`src/rtl/ioreg_pkg.sv`:
```
package ioreg_pkg;
  typedef enum logic [1:0] {
    KIND_NONE = 2'd0,
    KIND_PRIM = 2'd1,
    KIND_AUX  = 2'd2,
    KIND_SUB  = 2'd3
  } tgt_kind_e;
endpackage

```
`src/rtl/ioreg_arm.sv`:
```
// One-shot auxiliary selection: armed by a switch write, dropped by any
// peripheral access.
module ioreg_arm #(
  parameter int AW = 4
) (
  input  logic          clk,
  input  logic          rst_n,
  input  logic          sw_wr,
  input  logic [AW-1:0] sw_mod,
  input  logic          periph_acc,
  output logic          armed,
  output logic [AW-1:0] arm_mod
);
  always_ff @(posedge clk) begin
    if (!rst_n) begin
      armed   <= 1'b0;
      arm_mod <= '0;
    end else if (sw_wr) begin
      armed   <= 1'b1;
      arm_mod <= sw_mod;
    end else if (periph_acc) begin
      armed   <= 1'b0;
    end
  end
endmodule

```
`src/rtl/ioreg_subbank.sv`:
```
// Per-module subport index store; only extended modules get a register.
module ioreg_subbank #(
  parameter int               N_MOD    = 16,
  parameter int               DW       = 4,
  parameter logic [N_MOD-1:0] EXT_MASK = '0
) (
  input  logic                clk,
  input  logic                rst_n,
  input  logic [N_MOD-1:0]    we,
  input  logic [DW-1:0]       wdata,
  output logic [N_MOD*DW-1:0] idx_flat
);
  for (genvar i = 0; i < N_MOD; i++) begin : g_mod
    if (EXT_MASK[i]) begin : g_ext
      logic [DW-1:0] idx_q;
      always_ff @(posedge clk) begin
        if (!rst_n)     idx_q <= '0;
        else if (we[i]) idx_q <= wdata;
      end
      assign idx_flat[i*DW +: DW] = idx_q;
    end else begin : g_plain
      assign idx_flat[i*DW +: DW] = '0;
    end
  end
endmodule

```
`src/rtl/ioreg_nibtrack.sv`:
```
// Tracks runs of consecutive accesses to one register.
module ioreg_nibtrack #(
  parameter int AW    = 4,
  parameter int DW    = 4,
  parameter int NIB_W = 2
) (
  input  logic                  clk,
  input  logic                  rst_n,
  input  logic                  acc,
  input  ioreg_pkg::tgt_kind_e  kind,
  input  logic [AW-1:0]         mod,
  input  logic [DW-1:0]         sub,
  output logic [NIB_W-1:0]      nib
);
  localparam int KW = 2 + AW + DW;

  logic             last_vld;
  logic [KW-1:0]    last_key;
  logic [NIB_W-1:0] last_nib;
  logic [KW-1:0]    cur_key;
  logic             same;

  assign cur_key = {kind, mod, sub};
  assign same    = last_vld && (last_key == cur_key);
  assign nib     = same ? last_nib + 1'b1 : '0;

  always_ff @(posedge clk) begin
    if (!rst_n) begin
      last_vld <= 1'b0;
      last_key <= '0;
      last_nib <= '0;
    end else if (acc) begin
      last_vld <= 1'b1;
      last_key <= cur_key;
      last_nib <= nib;
    end
  end
endmodule

```
`src/rtl/ioreg_decoder.sv`:
```
module ioreg_decoder #(
  parameter int                       N_MOD    = 16,
  parameter int                       DW       = 4,
  parameter int                       NIB_W    = 2,
  parameter int                       SW_ADDR  = 15,
  parameter logic [N_MOD-1:0]         EXT_MASK = 16'h0003,
  localparam int                      AW       = $clog2(N_MOD)
) (
  input  logic              clk,
  input  logic              rst_n,
  input  logic [AW-1:0]     bus_addr,
  input  logic [DW-1:0]     bus_wdata,
  input  logic              bus_rd,
  input  logic              bus_wr,
  output logic [N_MOD-1:0]  prim_stb,
  output logic [N_MOD-1:0]  aux_stb,
  output logic [N_MOD-1:0]  sub_stb,
  output logic [DW-1:0]     sub_idx,
  output logic [NIB_W-1:0]  nib_idx,
  output logic              acc_wr
);
  import ioreg_pkg::*;

  localparam logic [AW-1:0] SW_A = AW'(SW_ADDR);

  logic                access, is_sw, periph_acc, sw_wr;
  logic                armed, aux_hit, is_ext;
  logic [AW-1:0]       arm_mod;
  logic [N_MOD-1:0]    sub_we;
  logic [N_MOD*DW-1:0] idx_flat;
  logic [DW-1:0]       cur_sub;
  tgt_kind_e           kind;

  assign access     = bus_rd | bus_wr;
  assign is_sw      = (bus_addr == SW_A);
  assign periph_acc = access & ~is_sw;
  assign sw_wr      = bus_wr & is_sw;
  assign is_ext     = EXT_MASK[bus_addr];
  assign aux_hit    = periph_acc & armed & (arm_mod == bus_addr);

  always_comb begin
    if (!periph_acc)  kind = KIND_NONE;
    else if (aux_hit) kind = KIND_AUX;
    else if (is_ext)  kind = KIND_SUB;
    else              kind = KIND_PRIM;
  end

  ioreg_arm #(.AW(AW)) u_arm (
    .clk        (clk),
    .rst_n      (rst_n),
    .sw_wr      (sw_wr),
    .sw_mod     (bus_wdata[AW-1:0]),
    .periph_acc (periph_acc),
    .armed      (armed),
    .arm_mod    (arm_mod)
  );

  for (genvar i = 0; i < N_MOD; i++) begin : g_stb
    logic hit;
    assign hit         = (bus_addr == AW'(i));
    assign prim_stb[i] = hit && (kind == KIND_PRIM);
    assign aux_stb[i]  = hit && (kind == KIND_AUX);
    assign sub_stb[i]  = hit && (kind == KIND_SUB);
    assign sub_we[i]   = hit && (kind == KIND_AUX) && bus_wr && EXT_MASK[i];
  end

  ioreg_subbank #(.N_MOD(N_MOD), .DW(DW), .EXT_MASK(EXT_MASK)) u_bank (
    .clk      (clk),
    .rst_n    (rst_n),
    .we       (sub_we),
    .wdata    (bus_wdata),
    .idx_flat (idx_flat)
  );

  assign cur_sub = (kind == KIND_SUB) ? idx_flat[bus_addr*DW +: DW] : '0;
  assign sub_idx = cur_sub;
  assign acc_wr  = bus_wr && (kind != KIND_NONE);

  ioreg_nibtrack #(.AW(AW), .DW(DW), .NIB_W(NIB_W)) u_nib (
    .clk   (clk),
    .rst_n (rst_n),
    .acc   (periph_acc),
    .kind  (kind),
    .mod   (bus_addr),
    .sub   (cur_sub),
    .nib   (nib_idx)
  );
endmodule

```
`config.mk`:
```
export PLATFORM = sky130hd
export DESIGN_NAME = ioreg_decoder
export DESIGN_NICKNAME = d
export VERILOG_FILES = /design/src/rtl/ioreg_pkg.sv /design/src/rtl/ioreg_arm.sv /design/src/rtl/ioreg_subbank.sv /design/src/rtl/ioreg_nibtrack.sv /design/src/rtl/ioreg_decoder.sv
export SDC_FILE = /design/constraint.sdc
export NUM_CORES = 1
export LEC_CHECK = 0
export BUFFER_PORTS_ARGS = -buffer_cell sky130_fd_sc_hd__buf_2
export CAP_MARGIN = 0
export CELL_PAD_IN_SITES_DETAIL_PLACEMENT = 2
export CELL_PAD_IN_SITES_GLOBAL_PLACEMENT = 2
export CORE_MARGIN = 4
export CORE_UTILIZATION = 33
export CTS_CLUSTER_DIAMETER = 30
export CTS_CLUSTER_SIZE = 10
export DETAILED_ROUTE_END_ITERATION = 16
export GPL_ROUTABILITY_DRIVEN = 0
export PLACE_DENSITY_LB_ADDON = 0.08
export SLEW_MARGIN = 40
export SYNTH_ARGS = -nofsm -noshare
export SYNTH_HDL_FRONTEND = slang
export SYNTH_HIERARCHICAL = 1
export SYNTH_SLANG_ARGS = --single-unit
```
`constraint.sdc`:
```
create_clock -name clk -period 3.3 [get_ports clk]
set_input_delay 0.165 -clock clk [delete_from_list [all_inputs] [get_ports clk]]
set_output_delay 0.165 -clock clk [all_outputs]
set_load 0.02 [all_outputs]
```
==> out/metrics.csv <==
metric;value;unit
status;finished, final reports clean;
worst r2r src;u_arm/arm_mod[3];
Vias;1646;
DRC Markers;0;
initial antenna violation count;0;
Final min period;2982;ps
TritonCTS Sinks;26;
Sum Neg Setup Slack;0;ps
# diodes;0;
CP endpoint kind;primary output;
Die Wd;86.78;um
Final WS setup;318.0;ps
P_leak;0.9824;nW
Worst Path Arrival;2820;ps
normalized max-slew margin;0.5973;
worst min path class;in2reg;
RR Endpoint;u_nib/last_nib[1];
synth warn;6;
RSZ-0062 raised after global routing;false;
Worst Tran Pin Value;598.5;ps
total grt overflow;0;
vias in the first global route;1742;
drt initial violations;48;
Reg2Reg Setup Slack;690;ps
synthesized area;0.002048;mm^2
PwrDens;308.7;mW/mm^2
final setup violating endpoints;0;
die area;0.007531;mm^2
clock root cell;clkbuf_8;
Peak VDD IR;0.0001737;V
CTS Buf Count;3;
max_cap viols;0;
Post-Place Setup Slack;338.8;ps
M3 GR Usage;0.02947;
floorplan core area;0.005956;mm^2
CTS tree;yes;
FF/Latch Area;520.5;um^2
M2 GR Usage;0.2788;
area occupied by multi-input gates;0.001280;mm^2
Max Freq;0.3353;GHz
port buffer count;48;
worst-skew pair later-pin latency;270;ps
clock buffer depth;2;
Critical Path Fanout Max;6;
layout cells sized above 1;0.2599;
Post-Syn Instances;236;
Starting Density;0.3439;
CP Launch Type;flip-flop;
Total GRT Usage;0.1543;
met1 usage;0.1896;
row cnt;28;
crit path to;nib_idx[1];
filler cell count;718;
I/O pin count;67;
Final Skew;1.336;ps
Crit path required time;3130;ps
Post-DRT Antenna Nets;0;
DP Cell Count;348;
Routed WL;5.582;mm
drt first pass iters;4;
global-route wire length before repair;9.052;mm
worst setup path start;u_arm/arm_mod[3];
syn_area_per_cell;8.679;um^2
HPWL Detailed;4.324;mm
endpoints failing hold;0;
final worst-path cycle share;0.9036;
fin. max-slew vios;0;
WS Path Type;reg2out;
R2R depth;8;
Layout area overhead;9.102;%
fin nets;290;
# H-tree levels;1;
chip height;86.78;um
Worst-path clk slew;90;ps
non-filler cells, final;352;
GRT Max-Usage Layer;met2;
WL per Instance;15.86;um
Post-CTS Setup Inserts;0;
drt via density;4.676;
largest net degree at the start of global routing;30;
-- layout by cell type (no fill, tap or decap), drive strengths merged, types with 2 or more instances in the layout --
cell type  instances
nor2b             27
nor2              32
xnor2             15
mux4               7
conb              38
buf               52
o21a               2
or4                2
nand2              5
inv                4
mux2i             22
nand4              8
nand3b             2
o211ai             4
nand2b             2
nand3              4
nor3               6
clkbuf             4
dfxtp             26
-- where the power goes --
group / switching (W) / internal, W / total [W]
clock network: 0.000106 / 0.000107 / 0.000213
logic: 0.0000980 / 0.0000536 / 0.000152
registers: 0.00000511 / 0.000321 / 0.000326
total: 0.000209 / 0.000481 / 0.000690
-- final cells by class --
| class | count | share of cell area |
|---|---|---|
| multi-input combinational | 191 | 0.5728 |
| sequential | 26 | 0.2329 |
| timing repair buffer | 52 | 0.1209 |
| tap | 75 | 0.04199 |
| clock buffer | 4 | 0.02464 |
| inverter | 4 | 0.006719 |
-- worst min-delay path by stage --
stage               slack [ps]  cells after the start                             end         start
floorplan                  280                      1                     u_arm/armed         rst_n
global placement           460                      3  u_bank/g_mod[1].g_ext.idx_q[0]  bus_wdata[0]
detailed placement         470                      3  u_bank/g_mod[1].g_ext.idx_q[2]  bus_wdata[2]
CTS                        180                      3  u_bank/g_mod[0].g_ext.idx_q[2]  bus_wdata[2]
global route               180                      3  u_bank/g_mod[1].g_ext.idx_q[2]  bus_wdata[2]
finish                     180                      3  u_bank/g_mod[1].g_ext.idx_q[2]  bus_wdata[2]
-- stage by stage --
stage / utilization / instance area [um^2] / power (W) / hold WS [ps]
after floorplan: - / 2183 / 0.0004764 / 282.5
after global placement: 0.3643 / 2170 / 0.0004811 / 464.0
after detailed placement: 0.3651 / 2175 / 0.0004833 / 474.2
after CTS: 0.3744 / 2230 / 0.0007008 / 179.3
after global routing: 0.3752 / 2235 / 0.0007332 / 183.8
final: 0.3752 / 2235 / 0.0006899 / 179.8
-- critical path, cell delays in order (launching register included) --
cell,delay [ps]
dfxtp_1,390
xnor2_1,430
inv_1,100
o31ai_2,390
a31oi_1,180
xnor2_1,240
nand4_1,110
or3_1,390
nor2_1,130
buf_2,170
-- what timing repair did --
action,4_1_cts,5_1_grt
endpoints found under the setup margin,0,2
endpoints found under the hold margin,0,0
gates resized for setup,0,1
hold buffers,0,0
-- state kept, by name, indices dropped and copies added, names as in the netlist --
signal	count
u_nib/last_vld	1
u_nib/last_key	10
u_bank/g_mod.g_ext.idx_q	8
u_arm/armed	1
u_nib/last_nib	2
u_arm/arm_mod	4
-- metal layers --
layer / wire length [um] / part of all wire / up-vias
met2: 2786 / 0.50 / 33
met1: 2503 / 0.45 / 803
met3: 246 / 0.044 / 4
li1: - / - / 806
met4: 46 / 0.0082 / 0
met5: 0 / 0 / -
(Power assumes the default switching activity.)
